File: config.mk
export PLATFORM = sky130hd
export DESIGN_NAME = nvs_io_ctrl
export DESIGN_NICKNAME = d
export VERILOG_FILES = /design/src/rtl/nvs_pkg.sv /design/src/rtl/nvs_decode.sv /design/src/rtl/nvs_seq.sv /design/src/rtl/nvs_stall.sv /design/src/rtl/nvs_store.sv /design/src/rtl/nvs_io_ctrl.sv
export SDC_FILE = /design/constraint.sdc
export NUM_CORES = 2
export LEC_CHECK = 0
export ABC_AREA = 1
export CORE_UTILIZATION = 43
export CTS_BUF_LIST = sky130_fd_sc_hd__clkbuf_16
export CTS_CLUSTER_SIZE = 8
export DETAILED_ROUTE_END_ITERATION = 12
export SLEW_MARGIN = 20
export SYNTH_ARGS = -nofsm -noshare
export SYNTH_HDL_FRONTEND = slang
export SYNTH_SLANG_ARGS = --single-unit
File: constraint.sdc
create_clock -name clk -period 27.2 [get_ports clk]
set_clock_uncertainty 0.05 [all_clocks]
set_input_delay 8.16 -clock clk [delete_from_list [all_inputs] [get_ports clk]]
set_output_delay 8.16 -clock clk [all_outputs]
set_load 0.03 [all_outputs]
File: src/rtl/nvs_pkg.sv
package nvs_pkg;
  // control register bit positions (decoded by software)
  localparam int CTL_RD_BIT  = 0;
  localparam int CTL_WR_BIT  = 1;
  localparam int CTL_ARM_BIT = 2;

  typedef enum logic [2:0] {
    SEL_NONE,
    SEL_ADDR_HI,
    SEL_ADDR_LO,
    SEL_DATA,
    SEL_CTRL
  } reg_sel_e;
endpackage

File: src/rtl/nvs_decode.sv
module nvs_decode
  import nvs_pkg::*;
#(
  parameter int IO_AW = 6,
  parameter logic [IO_AW-1:0] LOC_ADDR_HI = 6'h1F,
  parameter logic [IO_AW-1:0] LOC_ADDR_LO = 6'h1E,
  parameter logic [IO_AW-1:0] LOC_DATA    = 6'h1D,
  parameter logic [IO_AW-1:0] LOC_CTRL    = 6'h1C
) (
  input  logic [IO_AW-1:0] io_addr,
  output reg_sel_e         sel
);
  always_comb begin
    if (io_addr == LOC_ADDR_HI)      sel = SEL_ADDR_HI;
    else if (io_addr == LOC_ADDR_LO) sel = SEL_ADDR_LO;
    else if (io_addr == LOC_DATA)    sel = SEL_DATA;
    else if (io_addr == LOC_CTRL)    sel = SEL_CTRL;
    else                             sel = SEL_NONE;
  end
endmodule

File: src/rtl/nvs_seq.sv
module nvs_seq #(
  parameter int ARM_CYCLES   = 4,
  parameter int WRITE_CYCLES = 10000
) (
  input  logic clk,
  input  logic rst_n,
  input  logic ctl_we,     // bus write to control register
  input  logic req_arm,
  input  logic req_wr,
  input  logic req_rd,
  output logic arm,
  output logic wr_busy,
  output logic rd_pend,
  output logic lock,
  output logic wr_start,
  output logic rd_start,
  output logic wr_done
);
  localparam int AW = $clog2(ARM_CYCLES + 1);
  localparam int BW = $clog2(WRITE_CYCLES + 1);
  localparam logic [AW-1:0] ARM_LOAD  = AW'(ARM_CYCLES);
  localparam logic [BW-1:0] BUSY_LOAD = BW'(WRITE_CYCLES);
  localparam logic [BW-1:0] BUSY_LAST = BW'(1);

  logic [AW-1:0] arm_cnt;
  logic [BW-1:0] busy_cnt;
  logic          arm_set;

  assign arm     = (arm_cnt != '0);
  assign wr_busy = (busy_cnt != '0);
  assign lock    = wr_busy | rd_pend;

  // guarded start: arm must already be live before this bus write
  assign wr_start = ctl_we & req_wr & arm & ~lock;
  assign rd_start = ctl_we & req_rd & ~lock & ~wr_start;
  assign arm_set  = ctl_we & req_arm & ~lock & ~wr_start;
  assign wr_done  = (busy_cnt == BUSY_LAST);

  always_ff @(posedge clk or negedge rst_n) begin
    if (!rst_n) begin
      arm_cnt <= '0;
    end else if (wr_start) begin
      arm_cnt <= '0;
    end else if (arm_set) begin
      arm_cnt <= ARM_LOAD;
    end else if (arm) begin
      arm_cnt <= arm_cnt - 1'b1;
    end
  end

  always_ff @(posedge clk or negedge rst_n) begin
    if (!rst_n) begin
      busy_cnt <= '0;
    end else if (wr_start) begin
      busy_cnt <= BUSY_LOAD;
    end else if (wr_busy) begin
      busy_cnt <= busy_cnt - 1'b1;
    end
  end

  always_ff @(posedge clk or negedge rst_n) begin
    if (!rst_n) rd_pend <= 1'b0;
    else        rd_pend <= rd_start;
  end
endmodule

File: src/rtl/nvs_stall.sv
module nvs_stall #(
  parameter int WR_STALL = 2,
  parameter int RD_STALL = 4
) (
  input  logic clk,
  input  logic rst_n,
  input  logic wr_start,
  input  logic rd_start,
  output logic hold
);
  localparam int MAXS = (WR_STALL > RD_STALL) ? WR_STALL : RD_STALL;
  localparam int HW   = $clog2(MAXS + 1);
  localparam logic [HW-1:0] WR_LOAD = HW'(WR_STALL);
  localparam logic [HW-1:0] RD_LOAD = HW'(RD_STALL);

  logic [HW-1:0] cnt;

  assign hold = (cnt != '0);

  always_ff @(posedge clk or negedge rst_n) begin
    if (!rst_n)        cnt <= '0;
    else if (wr_start) cnt <= WR_LOAD;
    else if (rd_start) cnt <= RD_LOAD;
    else if (hold)     cnt <= cnt - 1'b1;
  end
endmodule

File: src/rtl/nvs_store.sv
module nvs_store #(
  parameter int ADDR_BITS = 9
) (
  input  logic                 clk,
  input  logic                 we,
  input  logic [ADDR_BITS-1:0] addr,
  input  logic [7:0]           wdata,
  output logic [7:0]           rdata
);
  localparam int DEPTH = 1 << ADDR_BITS;

  logic [7:0] cells [DEPTH];

  always_ff @(posedge clk) begin
    if (we) cells[addr] <= wdata;
  end

  assign rdata = cells[addr];
endmodule

File: src/rtl/nvs_io_ctrl.sv
module nvs_io_ctrl
  import nvs_pkg::*;
#(
  parameter int ADDR_BITS    = 9,
  parameter int IO_AW        = 6,
  parameter int ARM_CYCLES   = 4,
  parameter int WRITE_CYCLES = 10000,
  parameter int WR_STALL     = 2,
  parameter int RD_STALL     = 4,
  parameter logic [IO_AW-1:0] LOC_ADDR_HI = 6'h1F,
  parameter logic [IO_AW-1:0] LOC_ADDR_LO = 6'h1E,
  parameter logic [IO_AW-1:0] LOC_DATA    = 6'h1D,
  parameter logic [IO_AW-1:0] LOC_CTRL    = 6'h1C
) (
  input  logic             clk,
  input  logic             rst_n,
  input  logic [IO_AW-1:0] io_addr,
  input  logic             io_we,
  input  logic [7:0]       io_wdata,
  output logic [7:0]       io_rdata,
  output logic             cpu_hold
);
  localparam int HI_W = ADDR_BITS - 8;

  reg_sel_e             sel;
  logic [ADDR_BITS-1:0] addr_q;
  logic [7:0]           data_q;
  logic [7:0]           store_rd;
  logic [15:0]          addr_ext;
  logic arm, wr_busy, rd_pend, lock, wr_start, rd_start, wr_done;

  nvs_decode #(
    .IO_AW(IO_AW), .LOC_ADDR_HI(LOC_ADDR_HI), .LOC_ADDR_LO(LOC_ADDR_LO),
    .LOC_DATA(LOC_DATA), .LOC_CTRL(LOC_CTRL)
  ) u_dec (
    .io_addr(io_addr),
    .sel    (sel)
  );

  nvs_seq #(.ARM_CYCLES(ARM_CYCLES), .WRITE_CYCLES(WRITE_CYCLES)) u_seq (
    .clk     (clk),
    .rst_n   (rst_n),
    .ctl_we  (io_we && (sel == SEL_CTRL)),
    .req_arm (io_wdata[CTL_ARM_BIT]),
    .req_wr  (io_wdata[CTL_WR_BIT]),
    .req_rd  (io_wdata[CTL_RD_BIT]),
    .arm     (arm),
    .wr_busy (wr_busy),
    .rd_pend (rd_pend),
    .lock    (lock),
    .wr_start(wr_start),
    .rd_start(rd_start),
    .wr_done (wr_done)
  );

  nvs_stall #(.WR_STALL(WR_STALL), .RD_STALL(RD_STALL)) u_stall (
    .clk     (clk),
    .rst_n   (rst_n),
    .wr_start(wr_start),
    .rd_start(rd_start),
    .hold    (cpu_hold)
  );

  nvs_store #(.ADDR_BITS(ADDR_BITS)) u_store (
    .clk  (clk),
    .we   (wr_done),
    .addr (addr_q),
    .wdata(data_q),
    .rdata(store_rd)
  );

  // address register: high part and low part, frozen while locked
  always_ff @(posedge clk or negedge rst_n) begin
    if (!rst_n) begin
      addr_q <= '0;
    end else if (io_we && !lock) begin
      if (sel == SEL_ADDR_HI) addr_q[ADDR_BITS-1:8] <= io_wdata[HI_W-1:0];
      if (sel == SEL_ADDR_LO) addr_q[7:0] <= io_wdata;
    end
  end

  // data register: bus write when unlocked, fetched byte when read lands
  always_ff @(posedge clk or negedge rst_n) begin
    if (!rst_n) begin
      data_q <= '0;
    end else if (rd_pend) begin
      data_q <= store_rd;
    end else if (io_we && !lock && (sel == SEL_DATA)) begin
      data_q <= io_wdata;
    end
  end

  assign addr_ext = 16'(addr_q);

  always_comb begin
    io_rdata = '0;
    case (sel)
      SEL_ADDR_HI: io_rdata = addr_ext[15:8];
      SEL_ADDR_LO: io_rdata = addr_ext[7:0];
      SEL_DATA:    io_rdata = data_q;
      SEL_CTRL: begin
        io_rdata[CTL_ARM_BIT] = arm;
        io_rdata[CTL_WR_BIT]  = wr_busy;
        io_rdata[CTL_RD_BIT]  = rd_pend;
      end
      default:     io_rdata = '0;
    endcase
  end
endmodule

==> metrics.md <==
| Metric | Value |
|---|---|
| Most frequent cell after synthesis | nand2_1 |
| Starting Density | 0.432 |
| Gr usage total | 0.238 |
| First-pass GRT wire length | 668,000 um |
| Fin. max-slew vios | 0 |
| Fin crit period | 19,240 ps |
| Worst setup margin | 7960 ps |
| Setup crit start kind | primary input |
| Multi-input logic area | 35,400 sq um |
| Mapped Nets | 13,100 |
| CP cell instances | clkdlybuf4s50_1, nand2_1, nor2_1, nand2_1, o22ai_1, clkdlybuf4s50_1 |
| Syn-to-layout area delta | 12.8% |
| Post-placement cell count | 17,500 |
| Core Region | 376,000 sq um |
| Netlist Area Pre-Place | 163,000 sq um |
| WHS Endpoint | u_seq.busy_cnt[2]$_DFFE_PN0P_ |
| CP delay by family, top | buffers and inverters |
| DRC errors left | 0 |
| Synth Area per Inst | 12.5 sq um |
| CP endpoint kind | output pin |
| CP max stage cell | o22ai_1 |
| Row Count | 225 |
| Final hold vios | 0 |
| Post-cts resize count | 0 |
| Worst vdd rail ir drop | 62.3 uV |
| # clock sinks | 4,134 |
| Total of max-cap violations | 0 |
| Yosys warning total | 0 |
| Crit path buffers/inverters | 2 |
| Hold_sp | u_seq.busy_cnt[2]$_DFFE_PN0P_ |
| Clock Latency Late Sink | 1010 ps |
| CTS max path bufs | 4 |
| H-tree depth | 6 |
| Post-synth top cells | 5,459 x nand2_1, 4,096 x edfxtp_1, 1,207 x nor2_1, 924 x a22oi_1, 328 x buf_2 |
| Yosys top cell area share | 0.756 |
| Worst-path clk slew | 50 ps |
| Initial DRC count | 11,300 |
| Leak | 0.0758 uW |
| Pwr per Cell Area | 72.9 nW/um^2 |
| Routed wire length | 464,000 um |
| Final hold slack | 441 ps |
| Filler cell count | 32,600 |
| Non-Filler Instances | 18,200 |
| Ys async rst share | 0.00919 |
| DRT antenna net count | 0 |
| Die W | 617 um |
| Power, Total | 13,400 uW |
| Hold Path Class | register to register |
| Synth top area cells | edfxtp_1 76%, nand2_1 13%, a22oi_1 4.3% |
| Worst-path maximum fanout | 8 |
| Total global routing overflow | 0 |
| Status | completed |
| Fin nets | 13,100 |
| WHS Path Cells | 1 |
| CTS buffer count | 588 |
| Initial antenna violation count | 13 |
| Critical path data arrival time | 11,030 ps |
| Critical Path Max Stage Delay | 920 ps |
| Vias per cell | 5.60 |
| Unique cell type count in the Yosys netlist | 34 |
| Worst slew pin tran | 1200 ps |
| Max Fclk | 52.0 MHz |
| Hold-fix buffers at CTS | 0 |
| Largest net degree at the start of global routing | 195 |
| Root Buffer | clkbuf_16 |
| Setup-failing EPs final | 0 |
| Die ar. | 381,000 sq um |
| Ys flop type | edfxtp_1 |
| R2r endpoint | u_store.cells[346][1]$_DFFE_PP_ |
| Req. time, crit path | 18,990 ps |
| Origin of the critical flop-to-flop path | addr_q[1]$_DFFE_PN0P_ |
| Post-Synthesis Cells | 13,000 |
| Post-synthesis sequential area ratio | 0.762 |
| Number of global-route vias before repair | 97,200 |
| RSZ-0062 raised after global routing | no |
| Relative slew slack | 0.198 |
| Pre-antenna DRT Iters | 9 |
| Synthesized flop and latch total | 4,134 |
| Dpl ws | 8050 ps |
| Layout cells sized above 1 | 0.0679 |
| GPL Wtd Cong | 0.861 |
| TritonCTS clock tree | done |
| EDFF count, synth | 4,096 |
| Setup TNS | 0 ps |
| Critical path class | primary input to output pin |
| Input/output buffers | 25 |
| Final Cycle Share | 0.707 |
| R2R setup slack | 20,180 ps |
| Ports | 26 |
| Post-detail-place hpwl | 251,000 um |
| Post-CTS Setup Bufs | 0 |
| Reg2Reg Depth | 8 |
| Die Y | 617 um |
| Via count | 102,000 |
| Reg area | 124,000 sq um |
| Cell taking the most area after synthesis | edfxtp_1 |
| WL per Instance | 25.5 um |
cell type report:
| type | count | area share |
|---|---|---|
| Antenna cell | 9 | 0.000123 |
| Timing Repair Buffer | 218 | 0.0102 |
| Tap cell | 4994 | 0.0341 |
| Clock buffer | 602 | 0.0821 |
| Sequential cell | 4134 | 0.676 |
| Clock inverter | 65 | 0.00361 |
| Inverter | 62 | 0.00150 |
| Multi-Input combinational cell | 8118 | 0.193 |
registers in the layout (all words and copies together) (netlist names):
| name | flops |
|---|---|
| addr_q | 9 |
| data_q | 8 |
| u_seq.arm_cnt | 3 |
| u_seq.busy_cnt | 14 |
| u_seq.rd_pend | 1 |
| u_stall.cnt | 3 |
| u_store.cells | 4096 |
layout by cell type, fill, tap and decap left out, drive strengths merged:
cell	synthesis	routed
o22ai	8	8
nor2	1213	1213
a22oi	924	924
dfrtp	38	38
xor2	6	6
clkdlybuf4s50	0	24
bufinv	0	1
clkbuf	268	602
o21ai	26	26
nand3	108	108
edfxtp	4096	4096
xnor2	2	2
nand4	308	308
o32ai	1	1
o221ai	2	2
clkinv	0	21
nand3b	3	3
diode	0	9
a21oi	27	27
o2111ai	1	1
nand2	5459	5459
inv	62	105
nor3b	1	1
ha	6	6
buf	466	194
nor4	7	7
nor3	16	16
worst max-delay path by stage:
| stage | depth (start not counted) | slack (ps) | start | to |
|---|---|---|---|---|
| 2_1_floorplan | 7 | 9750 | io_addr[5] | io_rdata[0] |
| 3_3_place_gp | 6 | 8020 | io_addr[3] | io_rdata[4] |
| 3_5_place_dp | 6 | 8050 | io_addr[3] | io_rdata[5] |
| 4_1_cts | 6 | 8030 | io_addr[3] | io_rdata[5] |
| 5_1_grt | 6 | 7960 | io_addr[4] | io_rdata[5] |
| 6_report | 6 | 7960 | io_addr[3] | io_rdata[5] |
stage by stage:
stage	instance area (sq um)	utilization
2_1_floorplan	163000	-
3_3_place_gp	168000	0.446
3_5_place_dp	168000	0.446
4_1_cts	183000	0.488
5_1_grt	183000	0.488
6_report	183000	0.488
per-layer routing:
| layer | GRT usage | wire length, um |
|---|---|---|
| met1 | 0.333 | 193000 |
| met2 | 0.372 | 213000 |
| met3 | 0.0421 | 40300 |
| met4 | 0.0895 | 17100 |
| met5 | 0 | 26 |
worst reg2reg max path: cells and delay by family, from the launching register on:
kind / cells / cell delay [ps]
buffers and inverters: 5 / 3280
DFF: 1 / 960
and+or+nand+nor: 3 / 2340
power by group:
part	total [uW]	leakage, uW	internal [uW]	switching (uW)
registers	6920	0.0489	6920	1.03
logic	23.7	0.0191	8.01	15.6
clock network	6440	0.00780	3890	2550
total	13400	0.0758	10800	2570
cells by family (layout without fill, tap and decap cells):
logic type / Yosys count / in the layout / synth area share
AO/OA/AOI/OAI: 989 / 989 / 0.0448
XOR/XNOR: 8 / 8 / 0.000431
adder cells (fa/ha/maj): 6 / 6 / 0.000462
buffers and inverters: 796 / 947 / 0.0218
flip-flops: 4134 / 4134 / 0.762
other: 0 / 9 / 0
AND/OR/NAND/NOR: 7115 / 7115 / 0.170
Power figures use the tool's default switching activity.
